--- config.mk ---
export PLATFORM = sky130hd
export DESIGN_NAME = io_ctl_decoder
export DESIGN_NICKNAME = d
export VERILOG_FILES = /design/src/rtl/io_dec_pkg.sv /design/src/rtl/io_addr_decode.sv /design/src/rtl/io_ctl_latch.sv /design/src/rtl/io_read_mux.sv /design/src/rtl/io_wdog.sv /design/src/rtl/io_ctl_decoder.sv
export SDC_FILE = /design/constraint.sdc
export NUM_CORES = 1
export LEC_CHECK = 0
export ABC_AREA = 1
export BUFFER_PORTS_ARGS = -buffer_cell sky130_fd_sc_hd__buf_2
export CORE_MARGIN = 1
export CORE_UTILIZATION = 41
export CTS_BUF_LIST = sky130_fd_sc_hd__clkbuf_8
export CTS_CLUSTER_SIZE = 28
export DETAILED_ROUTE_END_ITERATION = 8
export PLACE_DENSITY = 0.81
export SYNTH_ARGS = -nofsm -noshare
export SYNTH_HDL_FRONTEND = slang
export SYNTH_SLANG_ARGS = --single-unit
--- constraint.sdc ---
create_clock -name clk -period 1.5 [get_ports clk]
set_clock_uncertainty 0.1 [all_clocks]
set_input_delay 0.3 -clock clk [delete_from_list [all_inputs] [get_ports clk]]
set_output_delay 0.3 -clock clk [all_outputs]
set_load 0.02 [all_outputs]
--- src/rtl/io_dec_pkg.sv ---
package io_dec_pkg;
  typedef enum logic [1:0] {
    FN_KICK    = 2'd0,
    FN_SND_ON  = 2'd1,
    FN_SND_CMD = 2'd2,
    FN_LATCH   = 2'd3
  } io_fn_e;

  typedef enum logic [1:0] {
    RS_CTL0 = 2'd0,
    RS_CTL1 = 2'd1,
    RS_CTL2 = 2'd2,
    RS_DIP1 = 2'd3
  } rd_sub_e;

  // address field positions the decode depends on
  localparam int FN_LSB  = 7;
  localparam int SUB_LSB = 5;

  // control latch bit roles
  localparam int LB_NMI_EN = 0;
  localparam int LB_COIN1  = 2;
  localparam int LB_COIN2  = 3;
  localparam int LB_FLIP   = 5;
endpackage

--- src/rtl/io_addr_decode.sv ---
module io_addr_decode
  import io_dec_pkg::*;
#(
  parameter int AW = 16,
  parameter int LW = 3
) (
  input  logic [AW-1:0] addr,
  input  logic          rd_en,
  input  logic          wr_en,
  output logic          rd_hit,
  output io_fn_e        fn,
  output rd_sub_e       sub,
  output logic [LW-1:0] bit_sel,
  output logic          kick_stb,
  output logic          snd_on_stb,
  output logic          snd_cmd_stb,
  output logic          latch_stb
);
  logic hit;
  logic wr_hit;
  logic unused_addr;

  assign hit     = &addr[AW-1:AW-2];
  assign wr_hit  = hit & wr_en;
  assign rd_hit  = hit & rd_en;
  assign fn      = io_fn_e'(addr[FN_LSB+1:FN_LSB]);
  assign sub     = rd_sub_e'(addr[SUB_LSB+1:SUB_LSB]);
  assign bit_sel = addr[LW-1:0];

  assign unused_addr = ^{addr[AW-3:FN_LSB+2], addr[SUB_LSB-1:LW]};

  always_comb begin
    kick_stb    = 1'b0;
    snd_on_stb  = 1'b0;
    snd_cmd_stb = 1'b0;
    latch_stb   = 1'b0;
    if (wr_hit) begin
      unique case (fn)
        FN_KICK:    kick_stb    = 1'b1;
        FN_SND_ON:  snd_on_stb  = 1'b1;
        FN_SND_CMD: snd_cmd_stb = 1'b1;
        FN_LATCH:   latch_stb   = 1'b1;
        default:    ;
      endcase
    end
  end
endmodule

--- src/rtl/io_ctl_latch.sv ---
module io_ctl_latch #(
  parameter int NB     = 8,
  parameter int EN_BIT = 0,
  localparam int SW    = $clog2(NB)
) (
  input  logic          clk,
  input  logic          rst_n,
  input  logic          wr_stb,
  input  logic [SW-1:0] sel,
  input  logic          d,
  output logic [NB-1:0] q,
  output logic          en_nxt
);
  logic [NB-1:0] q_nxt;

  for (genvar i = 0; i < NB; i++) begin : g_bit
    assign q_nxt[i] = (wr_stb && (sel == SW'(i))) ? d : q[i];

    always_ff @(posedge clk or negedge rst_n) begin
      if (!rst_n) q[i] <= 1'b0;
      else        q[i] <= q_nxt[i];
    end
  end

  // enable value as it will stand after this cycle's write
  assign en_nxt = q_nxt[EN_BIT];
endmodule

--- src/rtl/io_read_mux.sv ---
module io_read_mux
  import io_dec_pkg::*;
#(
  parameter int DW  = 8,
  parameter int C0W = 5,
  parameter int C1W = 7,
  parameter int C2W = 6
) (
  input  logic           rd_hit,
  input  io_fn_e         fn,
  input  rd_sub_e        sub,
  input  logic [DW-1:0]  dip1,
  input  logic [DW-1:0]  dip2,
  input  logic [DW-1:0]  dip3,
  input  logic [C0W-1:0] ctl0,
  input  logic [C1W-1:0] ctl1,
  input  logic [C2W-1:0] ctl2,
  output logic [DW-1:0]  rdata
);
  localparam logic [DW-1:0] IDLE = '1;

  logic [DW-1:0] ctl_word;

  always_comb begin
    unique case (sub)
      RS_CTL0: ctl_word = {{(DW-C0W){1'b1}}, ctl0};
      RS_CTL1: ctl_word = {{(DW-C1W){1'b1}}, ctl1};
      RS_CTL2: ctl_word = {{(DW-C2W){1'b1}}, ctl2};
      default: ctl_word = dip1;
    endcase
  end

  always_comb begin
    rdata = IDLE;
    if (rd_hit) begin
      unique case (fn)
        FN_KICK:    rdata = dip2;
        FN_SND_ON:  rdata = ctl_word;
        FN_SND_CMD: rdata = dip3;
        default:    rdata = IDLE;
      endcase
    end
  end
endmodule

--- src/rtl/io_wdog.sv ---
module io_wdog #(
  parameter int FRAMES = 16,
  localparam int CW    = $clog2(FRAMES + 1)
) (
  input  logic clk,
  input  logic rst_n,
  input  logic kick,
  input  logic vblank,
  output logic wdog_rst
);
  localparam logic [CW-1:0] LAST = CW'(FRAMES - 1);

  logic [CW-1:0] cnt;

  always_ff @(posedge clk or negedge rst_n) begin
    if (!rst_n) begin
      cnt      <= '0;
      wdog_rst <= 1'b0;
    end else if (kick) begin
      cnt      <= '0;
      wdog_rst <= 1'b0;
    end else if (vblank) begin
      if (cnt == LAST) begin
        cnt      <= '0;
        wdog_rst <= 1'b1;
      end else begin
        cnt      <= cnt + 1'b1;
        wdog_rst <= 1'b0;
      end
    end else begin
      wdog_rst <= 1'b0;
    end
  end
endmodule

--- src/rtl/io_ctl_decoder.sv ---
module io_ctl_decoder
  import io_dec_pkg::*;
#(
  parameter int AW        = 16,
  parameter int DW        = 8,
  parameter int NB        = 8,
  parameter int WD_FRAMES = 16
) (
  input  logic          clk,
  input  logic          rst_n,
  input  logic [AW-1:0] addr,
  input  logic [DW-1:0] wdata,
  input  logic          rd_en,
  input  logic          wr_en,
  input  logic          vblank,
  input  logic [DW-1:0] dip1,
  input  logic [DW-1:0] dip2,
  input  logic [DW-1:0] dip3,
  input  logic [4:0]    ctl0,
  input  logic [6:0]    ctl1,
  input  logic [5:0]    ctl2,
  output logic [DW-1:0] rdata,
  output logic          nmi_req,
  output logic          coin1,
  output logic          coin2,
  output logic          flip,
  output logic [DW-1:0] snd_cmd,
  output logic          snd_on,
  output logic          wdog_rst
);
  localparam int LW = $clog2(NB);

  logic          rd_hit;
  io_fn_e        fn;
  rd_sub_e       sub;
  logic [LW-1:0] bit_sel;
  logic          kick_stb, snd_on_stb, snd_cmd_stb, latch_stb;
  logic [NB-1:0] lat_q;
  logic          nmi_en_nxt;
  logic          unused_lat;

  io_addr_decode #(.AW(AW), .LW(LW)) u_dec (
    .addr        (addr),
    .rd_en       (rd_en),
    .wr_en       (wr_en),
    .rd_hit      (rd_hit),
    .fn          (fn),
    .sub         (sub),
    .bit_sel     (bit_sel),
    .kick_stb    (kick_stb),
    .snd_on_stb  (snd_on_stb),
    .snd_cmd_stb (snd_cmd_stb),
    .latch_stb   (latch_stb)
  );

  io_ctl_latch #(.NB(NB), .EN_BIT(LB_NMI_EN)) u_lat (
    .clk    (clk),
    .rst_n  (rst_n),
    .wr_stb (latch_stb),
    .sel    (bit_sel),
    .d      (wdata[0]),
    .q      (lat_q),
    .en_nxt (nmi_en_nxt)
  );

  io_read_mux #(.DW(DW)) u_rd (
    .rd_hit (rd_hit),
    .fn     (fn),
    .sub    (sub),
    .dip1   (dip1),
    .dip2   (dip2),
    .dip3   (dip3),
    .ctl0   (ctl0),
    .ctl1   (ctl1),
    .ctl2   (ctl2),
    .rdata  (rdata)
  );

  io_wdog #(.FRAMES(WD_FRAMES)) u_wd (
    .clk      (clk),
    .rst_n    (rst_n),
    .kick     (kick_stb),
    .vblank   (vblank),
    .wdog_rst (wdog_rst)
  );

  always_ff @(posedge clk or negedge rst_n) begin
    if (!rst_n) begin
      snd_cmd <= '0;
      snd_on  <= 1'b0;
      nmi_req <= 1'b0;
    end else begin
      if (snd_cmd_stb) snd_cmd <= wdata;
      snd_on  <= snd_on_stb;
      // enable as written this cycle gates this cycle's vblank
      nmi_req <= nmi_en_nxt & (nmi_req | vblank);
    end
  end

  assign coin1 = lat_q[LB_COIN1];
  assign coin2 = lat_q[LB_COIN2];
  assign flip  = lat_q[LB_FLIP];

  assign unused_lat = ^{lat_q[7:6], lat_q[4], lat_q[1], lat_q[0]};
endmodule

==> results of run 1 <==
==> metal layers <==
metal / part of all wire / track usage / vias to the layer above
met5: 0 / 0 / -
met4: 0.026 / 0.105 / 0
met3: 0.059 / 0.0612 / 10
met2: 0.49 / 0.385 / 62
met1: 0.42 / 0.305 / 704
li1: - / - / 836
==> per-stage QoR <==
step / hold slack [ps] / setup slack [ps] / area [µm²]
after CTS: 109 / -51.4 / 2030
after detailed placement: 168 / -88.2 / 1870
after global placement: 161 / -81.5 / 1870
after global routing: 114 / -155 / 2090
final: 114 / -103 / 2090
after floorplan: -95.6 / 9.55 / 1260
==> worst max-delay path, stage by stage <==
cell,delay [ps]
buf_8,110
nand2_4,70
nand2_2,40
nor2_1,80
buf_4,180
nand2_2,70
a21oi_2,120
nand2_1,100
buf_6,140
==> flip-flops by register name, indices dropped and copies added (netlist names) <==
name / flops
u_wd.wdog_rst: 1
snd_on: 1
u_wd.cnt: 5
nmi_req: 1
u_lat.q: 4
snd_cmd: 8
==> report_power, final <==
group,internal (mW),total (mW),switching (mW)
Combinational,0.264,0.593,0.329
Clock,0.179,0.346,0.167
Sequential,0.648,0.741,0.0927
Total,1.09,1.68,0.589
==> cells in the mapped netlist, drive strengths merged <==
| master | n | area (µm²) |
|---|---|---|
| nand2 | 70 | 263 |
| inv | 22 | 82.6 |
| nand3 | 21 | 105 |
| dfrtp | 20 | 500 |
| nor2 | 16 | 60.1 |
| o21ai | 14 | 70.1 |
| nand4 | 9 | 56.3 |
| a21oi | 6 | 30.0 |
| nor3 | 5 | 36.3 |
| buf | 3 | 17.5 |
| ha | 1 | 12.5 |
| o211ai | 1 | 7.51 |
| o21bai | 1 | 7.51 |
| xor2 | 1 | 8.76 |
==> cells by family (layout without fill, tap and decap cells) <==
| logic type | Yosys count | in the layout | share of synthesized area |
|---|---|---|---|
| and+or+nand+nor | 121 | 121 | 0.414 |
| xor gates and xnor gates | 1 | 1 | 0.00697 |
| adders and majority gates | 1 | 1 | 0.00995 |
| AOI/OAI and AO/OA | 22 | 22 | 0.0915 |
| DFF | 20 | 20 | 0.398 |
| buffers and inverters | 25 | 134 | 0.0796 |
==> layout make-up <==
class                      instances  area (µm²)
fill                             229         742
multi-input combinational        145         727
timing repair buffer             109         697
sequential                        20         500
inverter                          22        82.6
clock buffer                       3        41.3
tap                               31        38.8
==> worst min-delay path by stage <==
stage | slack [ps] | to | start | cells after the start
finish | 110 | snd_on | addr[8] | 2
detailed placement | 170 | nmi_req | rst_n | 1
floorplan | -100 | nmi_req | rst_n | 0
global route | 110 | snd_on | addr[8] | 2
CTS | 110 | snd_on | addr[8] | 2
global placement | 160 | u_lat.q[5] | rst_n | 1
==> repair_timing <==
action | in CTS | in global routing
gates resized for setup | 30 | 15
pin swaps | 11 | 9
hold endpoints to repair | 20 | 0
hold buffers | 1 | 0
setup buffers | 2 | 1
setup endpoints to repair | 8 | 8
==> reports/results.ini, run 1 <==
[run_status]
status = finished with violations
violations = DRC, setup timing

[setup_path]
r2r_start = u_wd.cnt[0]
arrival_ps = 1200
crit_required_ps = 1100
rr_worst_depth = 4
start_kind = input pin
worstReg2RegEnd = u_wd.cnt[0]
ff2ff_setup_slack_ps = 280
critPathKind = input pin to output port
critPathMaxFanout = 8
endpoint_kind = output port
critPathLaunch = addr[8]
endpoint = rdata[4]

[clock_tree]
clockBufferDepth = 2
cts.sinks = 20
clk_latency_ps = 260
cts_made_buffers = 3
cts-root-buf = clkbuf_8
cts_htree_levels = 1
cts_tree = built
path_clk_slew_ps = 60

[detailed_routing]
drt_first_pass_iters = 6
routed-via-count = 1612
vias_per_cell = 4.88
wire_per_inst_um = 11.7
dr.first_iter.drc_count = 109
drc = 8
postRouteAntennaNets = 0
drt-total-wl_um = 3860

[flow_run]
drv_cap = 0

[timing]
fin_crit_sh = 1.07
setup_ws_ps = -103
rsz0062_at_grt = yes
setup_viol = 7
hold_violations = 0
worst_pin_slew_ps = 440
max_freq_ghz = 0.624
slew_violations = 0
max_slew_margin = 0.706
period_needed_ps = 1600
tns_ps = -365

[power]
p_leak_nw = 1.10
peakVddDrop_mv = 0.762
p_per_area_mw_per_mm2 = 805
power.total_mw = 1.68

[finish]
final_common_cell = buf_2
antennaDiodeCount = 0
fin_util = 0.738
nets = 373
drive_gt1_frac = 0.438
final_cell_mix = buf_2, nand2_1, buf_4
final_cells = 330
area_growth_pct = 66.0

[placement]
place.gp.congestion = 0.839
numPortBuffers = 85
numPlacedInstances = 324
dp_hpwl_um = 2830

[yosys]
syn_area_per_cell_um2 = 6.62
syn_area_mm2 = 0.00126
ys_ff_latch = 20
ys_types = 17
postSynthCellCount = 190
yosysWarnings = 0
synth_nets = 262
ys_seq_area_frac = 0.398

[floorplan]
ios = 93
fp-row-count = 19
die_h_um = 57.4
die_width_um = 57.4
start_util = 0.444
die-area_mm2 = 0.00329
coreArea_mm2 = 0.00283

[grt]
overflow = 0
grt_max_degree = 21
antenna_found_initial = 0
grt_first_pass_wirelength_um = 6150
grt_pass1_vias = 1497
grt.total_usage = 0.240

[hold_path]
min-delay-path-class = input pin to register

(Power assumes the default switching activity.)
==> run 2: changes to the inputs <==
--- a/config.mk
+++ b/config.mk
@@ -5,14 +5,13 @@
 export SDC_FILE = /design/constraint.sdc
 export NUM_CORES = 1
 export LEC_CHECK = 0
-export ABC_AREA = 1
 export BUFFER_PORTS_ARGS = -buffer_cell sky130_fd_sc_hd__buf_2
 export CORE_MARGIN = 1
-export CORE_UTILIZATION = 41
+export CORE_UTILIZATION = 42
 export CTS_BUF_LIST = sky130_fd_sc_hd__clkbuf_8
 export CTS_CLUSTER_SIZE = 28
 export DETAILED_ROUTE_END_ITERATION = 8
-export PLACE_DENSITY = 0.81
+export PLACE_DENSITY = 0.82
 export SYNTH_ARGS = -nofsm -noshare
 export SYNTH_HDL_FRONTEND = slang
 export SYNTH_SLANG_ARGS = --single-unit
==> constraint.sdc (replaced) <==
create_clock -name clk -period 1.8 [get_ports clk]
set_clock_uncertainty 0.1 [all_clocks]
set_input_delay 0.36 -clock clk [delete_from_list [all_inputs] [get_ports clk]]
set_output_delay 0.36 -clock clk [all_outputs]
set_load 0.02 [all_outputs]
==> reports/results.ini, run 2 <==
[yosys]
async_flop_share = 1.00  ; unchanged
syn_area_mm2 = 0.00129  ; +2.7%
muxShareOfSynthArea = 0.286  ; +0.286
yosysWarnings = 0  ; unchanged
synth_edf_count = 0  ; unchanged
synth-xor-area-share = 0.00678  ; -0.000182
yosys.area.top_type = dfrtp_1
yosys.area_share.adder = 0.00969  ; -0.000260
yosysMostFrequentCell = dfrtp_1
synth_compound_area_frac = 0.0824  ; -0.00918
synth_nets = 183  ; -30%
synth_top_family_by_area = multiplexers
syn_area_per_cell_um2 = 11.6  ; +76%
ys_seq_area_frac = 0.388  ; -0.0104
synthSimpleGateAreaFrac = 0.188  ; -0.226
ys_types = 30  ; +13
ys_ff_latch = 20  ; unchanged
postSynthCellCount = 111  ; -42%
yosysTopAreaCellShare = 0.388  ; -0.0104
ys.flop_type = dfrtp_1
synth_area_leaders = dfrtp_1, mux2_2, mux4_2
synth_common_cells = dfrtp_1, mux2_2, mux2i_1

[clock_tree]
cts_tree = built
clockBufferDepth = 2  ; unchanged
cts_made_buffers = 3  ; unchanged
post_cts_buffers = 0  ; -2
path_clk_slew_ps = 70  ; about the same
cts-root-buf = clkbuf_8
clk_latency_ps = 260  ; about the same
cts.sinks = 20  ; unchanged
cts_htree_levels = 1  ; unchanged

[setup_path]
endpoint_kind = output port
start_kind = input pin
critPathKind = input pin to output port
r2r_start = u_wd.cnt[2]
arrival_ps = 1330  ; +130 ps
worstReg2RegEnd = u_wd.cnt[3]
crit_required_ps = 1340  ; +240 ps
ff2ff_setup_slack_ps = 570  ; +290 ps
critPathMaxFanout = 7  ; -1
rr_worst_depth = 3  ; -1

[hold_path]
min-delay-path-class = input pin to register
min_to = snd_cmd[5]
hold_depth = 2  ; unchanged
min_from = wdata[5]

[finish]
drive_gt1_frac = 0.593  ; +0.155
largest_reg_flops = 8  ; unchanged
fin_util = 0.650  ; -0.0876
nets = 272  ; -27%
regArea_um2 = 500  ; unchanged
reg_top3 = snd_cmd: 8 flops, u_wd.cnt: 5 flops, u_lat.q: 4 flops
multi_input_area_um2 = 747  ; +2.8%
largest_register = snd_cmd
final_cell_mix = buf_2, dfrtp_1, mux2_2
fin_area_mm2 = 0.00184  ; -12%
antennaDiodeCount = 0  ; unchanged
fill_cells = 233  ; +1.7%
area_growth_pct = 42.4
final_common_cell = buf_2

[timing]
slew_violations = 0  ; unchanged
rsz0062_at_grt = yes
fin_crit_sh = 0.993
worst_pin_slew_ps = 441  ; +0.326 ps
hold_violations = 0  ; unchanged
max_freq_ghz = 0.560
tns_ps = 0  ; +365 ps
period_needed_ps = 1790
max_slew_margin = 0.706  ; about the same
setup_viol = 0  ; -7

[grt]
overflow = 0  ; unchanged
grt_first_pass_wirelength_um = 5450  ; -11%
grt.total_usage = 0.217  ; -0.0229
grt_max_degree = 21  ; unchanged
antenna_found_initial = 0  ; unchanged
grt_pass1_vias = 1268  ; -15%

[detailed_routing]
drt_first_pass_iters = 6  ; unchanged
vias_per_cell = 5.48  ; +12%
wire_per_inst_um = 14.7  ; +26%
routed-via-count = 1261  ; -22%
dr.first_iter.drc_count = 65  ; -40%
drc = 9  ; +1
drt-total-wl_um = 3390  ; -12%
postRouteAntennaNets = 0  ; unchanged

[placement]
numPortBuffers = 85  ; unchanged
dpl-instance-area_mm2 = 0.00174  ; -7.1%
dp_hpwl_um = 2740  ; -3.1%
place.gp.congestion = 0.735  ; -12%

[floorplan]
start_util = 0.456  ; +0.0119
fp-row-count = 19  ; unchanged
die_width_um = 57.4  ; +0.11%
die_h_um = 57.4  ; +0.11%
ios = 93  ; unchanged
coreArea_mm2 = 0.00283  ; unchanged
die-area_mm2 = 0.00330  ; +0.23%

[power]
p_per_area_mw_per_mm2 = 770  ; -4.4%
p_leak_nw = 0.929  ; -15%
peakVddDrop_mv = 0.757  ; -0.72%
power.total_mw = 1.42  ; -16%

[run_status]
violations = DRC
status = finished with violations

[flow_run]
drv_cap = 0  ; unchanged

## run 2: cell types whose count changed in the layout (fill, tap and decap cells not counted), moves of 9 or more
cell,before,now
o21ai_0,14,4
mux2_2,0,13
nand2_1,62,9
nand3_1,20,3
buf_4,22,8
nand4_1,9,0
buf_6,9,0
inv_1,21,2
mux2i_1,0,11
nor2_1,13,4
## run 2: how the worst max path moves through the flow
stage | start | endpoint | slack [ps] | depth (start not counted)
detailed placement | addr[5] | rdata[2] | -140 | 5
floorplan | addr[5] | rdata[0] | 100 | 4
global route | addr[5] | rdata[1] | -20 | 5
finish | addr[5] | rdata[2] | 10 | 5
global placement | addr[5] | rdata[3] | -80 | 5
CTS | addr[5] | rdata[2] | 7 | 5
## run 2: timing repair
item                                    in CTS  in global routing
pin swaps                                    1                  3
endpoints found under the setup margin       6                  6
resized for setup                            5                  5
hold buffers                                 1                  0
endpoints found under the hold margin       20                  0
## run 2: power by group
| part | internal [mW] | switching, mW | total (mW) |
|---|---|---|---|
| Sequential | 0.543 | 0.0661 | 0.609 |
| Combinational | 0.227 | 0.245 | 0.471 |
| Clock | 0.195 | 0.141 | 0.336 |
## run 2: cells by family after synthesis
kind of cell / Yosys count
AND/OR/NAND/NOR: 36
multiplexers: 29
flip-flops: 20
AO/OA/AOI/OAI: 16
buffers and inverters: 8
XOR/XNOR: 1
adder cells (fa/ha/maj): 1
## run 2: routing by layer
metal | up-vias | track usage | part of all wire | routed length, µm
met1 | 595 | 0.225 | 0.35 | 1200
met2 | 63 | 0.407 | 0.53 | 1780
met4 | 0 | 0.108 | 0.031 | 105
met5 | - | 0 | 0 | 0
met3 | 12 | 0.0476 | 0.090 | 306
li1 | 591 | - | - | -
## run 2: final cells by class
type	instances	share of cell area
multi-input combinational	83	0.406
sequential	20	0.272
timing repair buffer	90	0.267
clock buffer	4	0.0299
tap	31	0.0211
inverter	2	0.00408
## run 2: worst max-delay path, stage by stage
cell,delay [ps]
buf_12,100
mux4_2,510
nand2_1,70
o211ai_1,90
buf_4,190
## run 2: through the flow
stage	hold slack, ps	worst slack, ps	cells
floorplan	-35.6	99.4	111
global placement	215	-83.0	225
detailed placement	232	-145	225
CTS	226	7.01	230
global route	238	-15.9	230
finish	232	12.9	230
==> run 3: changes to the inputs <==
--- a/config.mk
+++ b/config.mk
@@ -6,12 +6,12 @@
 export NUM_CORES = 1
 export LEC_CHECK = 0
 export BUFFER_PORTS_ARGS = -buffer_cell sky130_fd_sc_hd__buf_2
-export CORE_MARGIN = 1
-export CORE_UTILIZATION = 42
+export CORE_MARGIN = 2
+export CORE_UTILIZATION = 38
 export CTS_BUF_LIST = sky130_fd_sc_hd__clkbuf_8
 export CTS_CLUSTER_SIZE = 28
 export DETAILED_ROUTE_END_ITERATION = 8
-export PLACE_DENSITY = 0.82
+export PLACE_DENSITY = 0.79
 export SYNTH_ARGS = -nofsm -noshare
 export SYNTH_HDL_FRONTEND = slang
 export SYNTH_SLANG_ARGS = --single-unit
==> constraint.sdc (replaced) <==
create_clock -name clk -period 1.6 [get_ports clk]
set_clock_uncertainty 0.1 [all_clocks]
set_input_delay 0.24 -clock clk [delete_from_list [all_inputs] [get_ports clk]]
set_output_delay 0.24 -clock clk [all_outputs]
set_load 0.02 [all_outputs]
==> reports/results.ini, run 3 (synthesized netlist as in run 2, its figures left out) <==
[floorplan]
fp-row-count = 21  ; +2
coreArea_mm2 = 0.00331  ; +17%
die_width_um = 62.3  ; +8.4%
ios = 93  ; unchanged
start_util = 0.390  ; -0.0664
die_h_um = 62.3  ; +8.4%
die-area_mm2 = 0.00388  ; +18%

[detailed_routing]
drt-total-wl_um = 3280  ; -3.1%
drt_first_pass_iters = 4  ; -2
drc = 0  ; -9
wire_per_inst_um = 13.3  ; -9.4%
routed-via-count = 1238  ; -1.8%
vias_per_cell = 5.03  ; -8.2%
dr.first_iter.drc_count = 70  ; +7.7%
postRouteAntennaNets = 0  ; unchanged

[finish]
reg_top3 = snd_cmd: 8 flops, u_wd.cnt: 5 flops, u_lat.q: 4 flops
final_cells = 246  ; +7.0%
drive_gt1_frac = 0.590  ; -0.00296
largest_register = snd_cmd
area_growth_pct = 45.5
nets = 273  ; +0.37%
fin_area_mm2 = 0.00188  ; +2.2%
final_cell_mix = buf_2, dfrtp_1, mux2_2
fin_util = 0.568  ; -0.0825
antennaDiodeCount = 0  ; unchanged
largest_reg_flops = 8  ; unchanged
fill_cells = 310  ; +33%
final_common_cell = buf_2

[placement]
numPlacedInstances = 241  ; +7.1%
place.gp.congestion = 0.781  ; +6.2%
numPortBuffers = 85  ; unchanged
dpl-instance-area_mm2 = 0.00178  ; +2.2%
dp_hpwl_um = 2790  ; +1.8%

[setup_path]
endpoint_kind = output port
crit_required_ps = 1260  ; -80 ps
rr_worst_depth = 4  ; +1
start_kind = input pin
ff2ff_setup_slack_ps = 410  ; -160 ps
worstReg2RegEnd = u_wd.cnt[3]
arrival_ps = 1210  ; -120 ps
critPathKind = input pin to output port
critPathLaunch = addr[5]
r2r_start = u_wd.cnt[0]
endpoint = rdata[1]
critPathMaxFanout = 6  ; -1

[power]
intPower_mw = 1.20  ; +25%
p_leak_nw = 0.939  ; +1.0%
pwr-share-clk = 0.291  ; +0.054
power_switching_mw = 0.502  ; +11%
p_per_area_mw_per_mm2 = 906  ; +18%
seq_power_share = 0.402  ; -0.028
combinationalPowerShare = 0.307  ; -0.026
p_sw_frac = 0.295  ; -0.0241
peakVddDrop_mv = 0.743  ; -1.8%

[clock_tree]
cts_htree_levels = 1  ; unchanged
path_clk_slew_ps = 80  ; about the same
cts.sinks = 20  ; unchanged
post_cts_buffers = 0  ; unchanged
clk_latency_ps = 260  ; about the same
cts_tree = built
cts-root-buf = clkbuf_8
cts_made_buffers = 3  ; unchanged
clockBufferDepth = 2  ; unchanged

[run_status]
status = complete, no violations

[hold_path]
min-delay-path-class = input pin to register

[grt]
overflow = 0  ; unchanged
antenna_found_initial = 0  ; unchanged
grt_first_pass_wirelength_um = 5610  ; +2.9%
grt_max_degree = 21  ; unchanged
grt.total_usage = 0.176  ; -0.0414
grt_pass1_vias = 1304  ; +2.8%

[timing]
slew_violations = 0  ; unchanged
worst_pin_slew_ps = 413  ; -27.9 ps
rsz0062_at_grt = no
setup_viol = 0  ; unchanged
hold_violations = 0  ; unchanged
max_slew_margin = 0.725  ; +0.0186
period_needed_ps = 1550
finalHoldWorstSlack_ps = 107  ; -125 ps
fin_crit_sh = 0.970
max_freq_ghz = 0.644

[flow_run]
drv_cap = 0  ; unchanged

run 3: worst min path at each step:
stage                  start    endpoint  slack [ps]  cells after the start
global placement       rst_n  snd_cmd[2]         100                      1
floorplan              rst_n     nmi_req        -160                      0
CTS                 wdata[3]  snd_cmd[3]         100                      2
detailed placement     rst_n  snd_cmd[4]         100                      1
global route        wdata[3]  snd_cmd[3]         100                      2
finish              wdata[3]  snd_cmd[3]         110                      2
run 3: metal layers:
metal  up-vias  share of wire  GRT usage
li1        591              -          -
met1       571           0.39      0.200
met2        68           0.50      0.310
met3         8          0.097     0.0489
met4         0          0.016     0.0722
met5         -              0          0
run 3: layout make-up:
class                      instances  area [µm²]  area share
inverter                           2        7.51     0.00399
timing repair buffer              91         498       0.265
sequential                        20         500       0.266
clock buffer                       3        41.3      0.0220
multi-input combinational         83         744       0.396
clock inverter                     1        30.0      0.0160
tap                               46        57.6      0.0306
run 3: repair_timing:
action,in CTS,in global routing
pin swaps,0,1
resized for setup,3,2
setup endpoints to repair,6,3
endpoints found under the hold margin,20,0
hold buffers,1,0
run 3: critical path, stage by stage:
cell and delay (ps):
buf_8 100, mux4_2 500, nand2_1 80, o211ai_1 100
buf_4 190
run 3: power groups by stage:
stage | clock (mW) | sequential, mW | combinational (mW)
after floorplan | 0 | 0.755 | 0.246
after global placement | 0 | 0.689 | 0.506
after detailed placement | 0 | 0.694 | 0.524
after CTS | 0.508 | 0.686 | 0.529
after global routing | 0.533 | 0.700 | 0.580
final | 0.495 | 0.685 | 0.523
run 3: through the flow:
step / setup TNS (ps) / setup slack, ps / total power [mW]
after detailed placement: -351 / -86.8 / 1.22
after global placement: -335 / -81.8 / 1.19
after floorplan: 0 / 139 / 1.00
after CTS: 0 / 17.9 / 1.72
final: 0 / 48.3 / 1.70
after global routing: 0 / 2.97 / 1.81
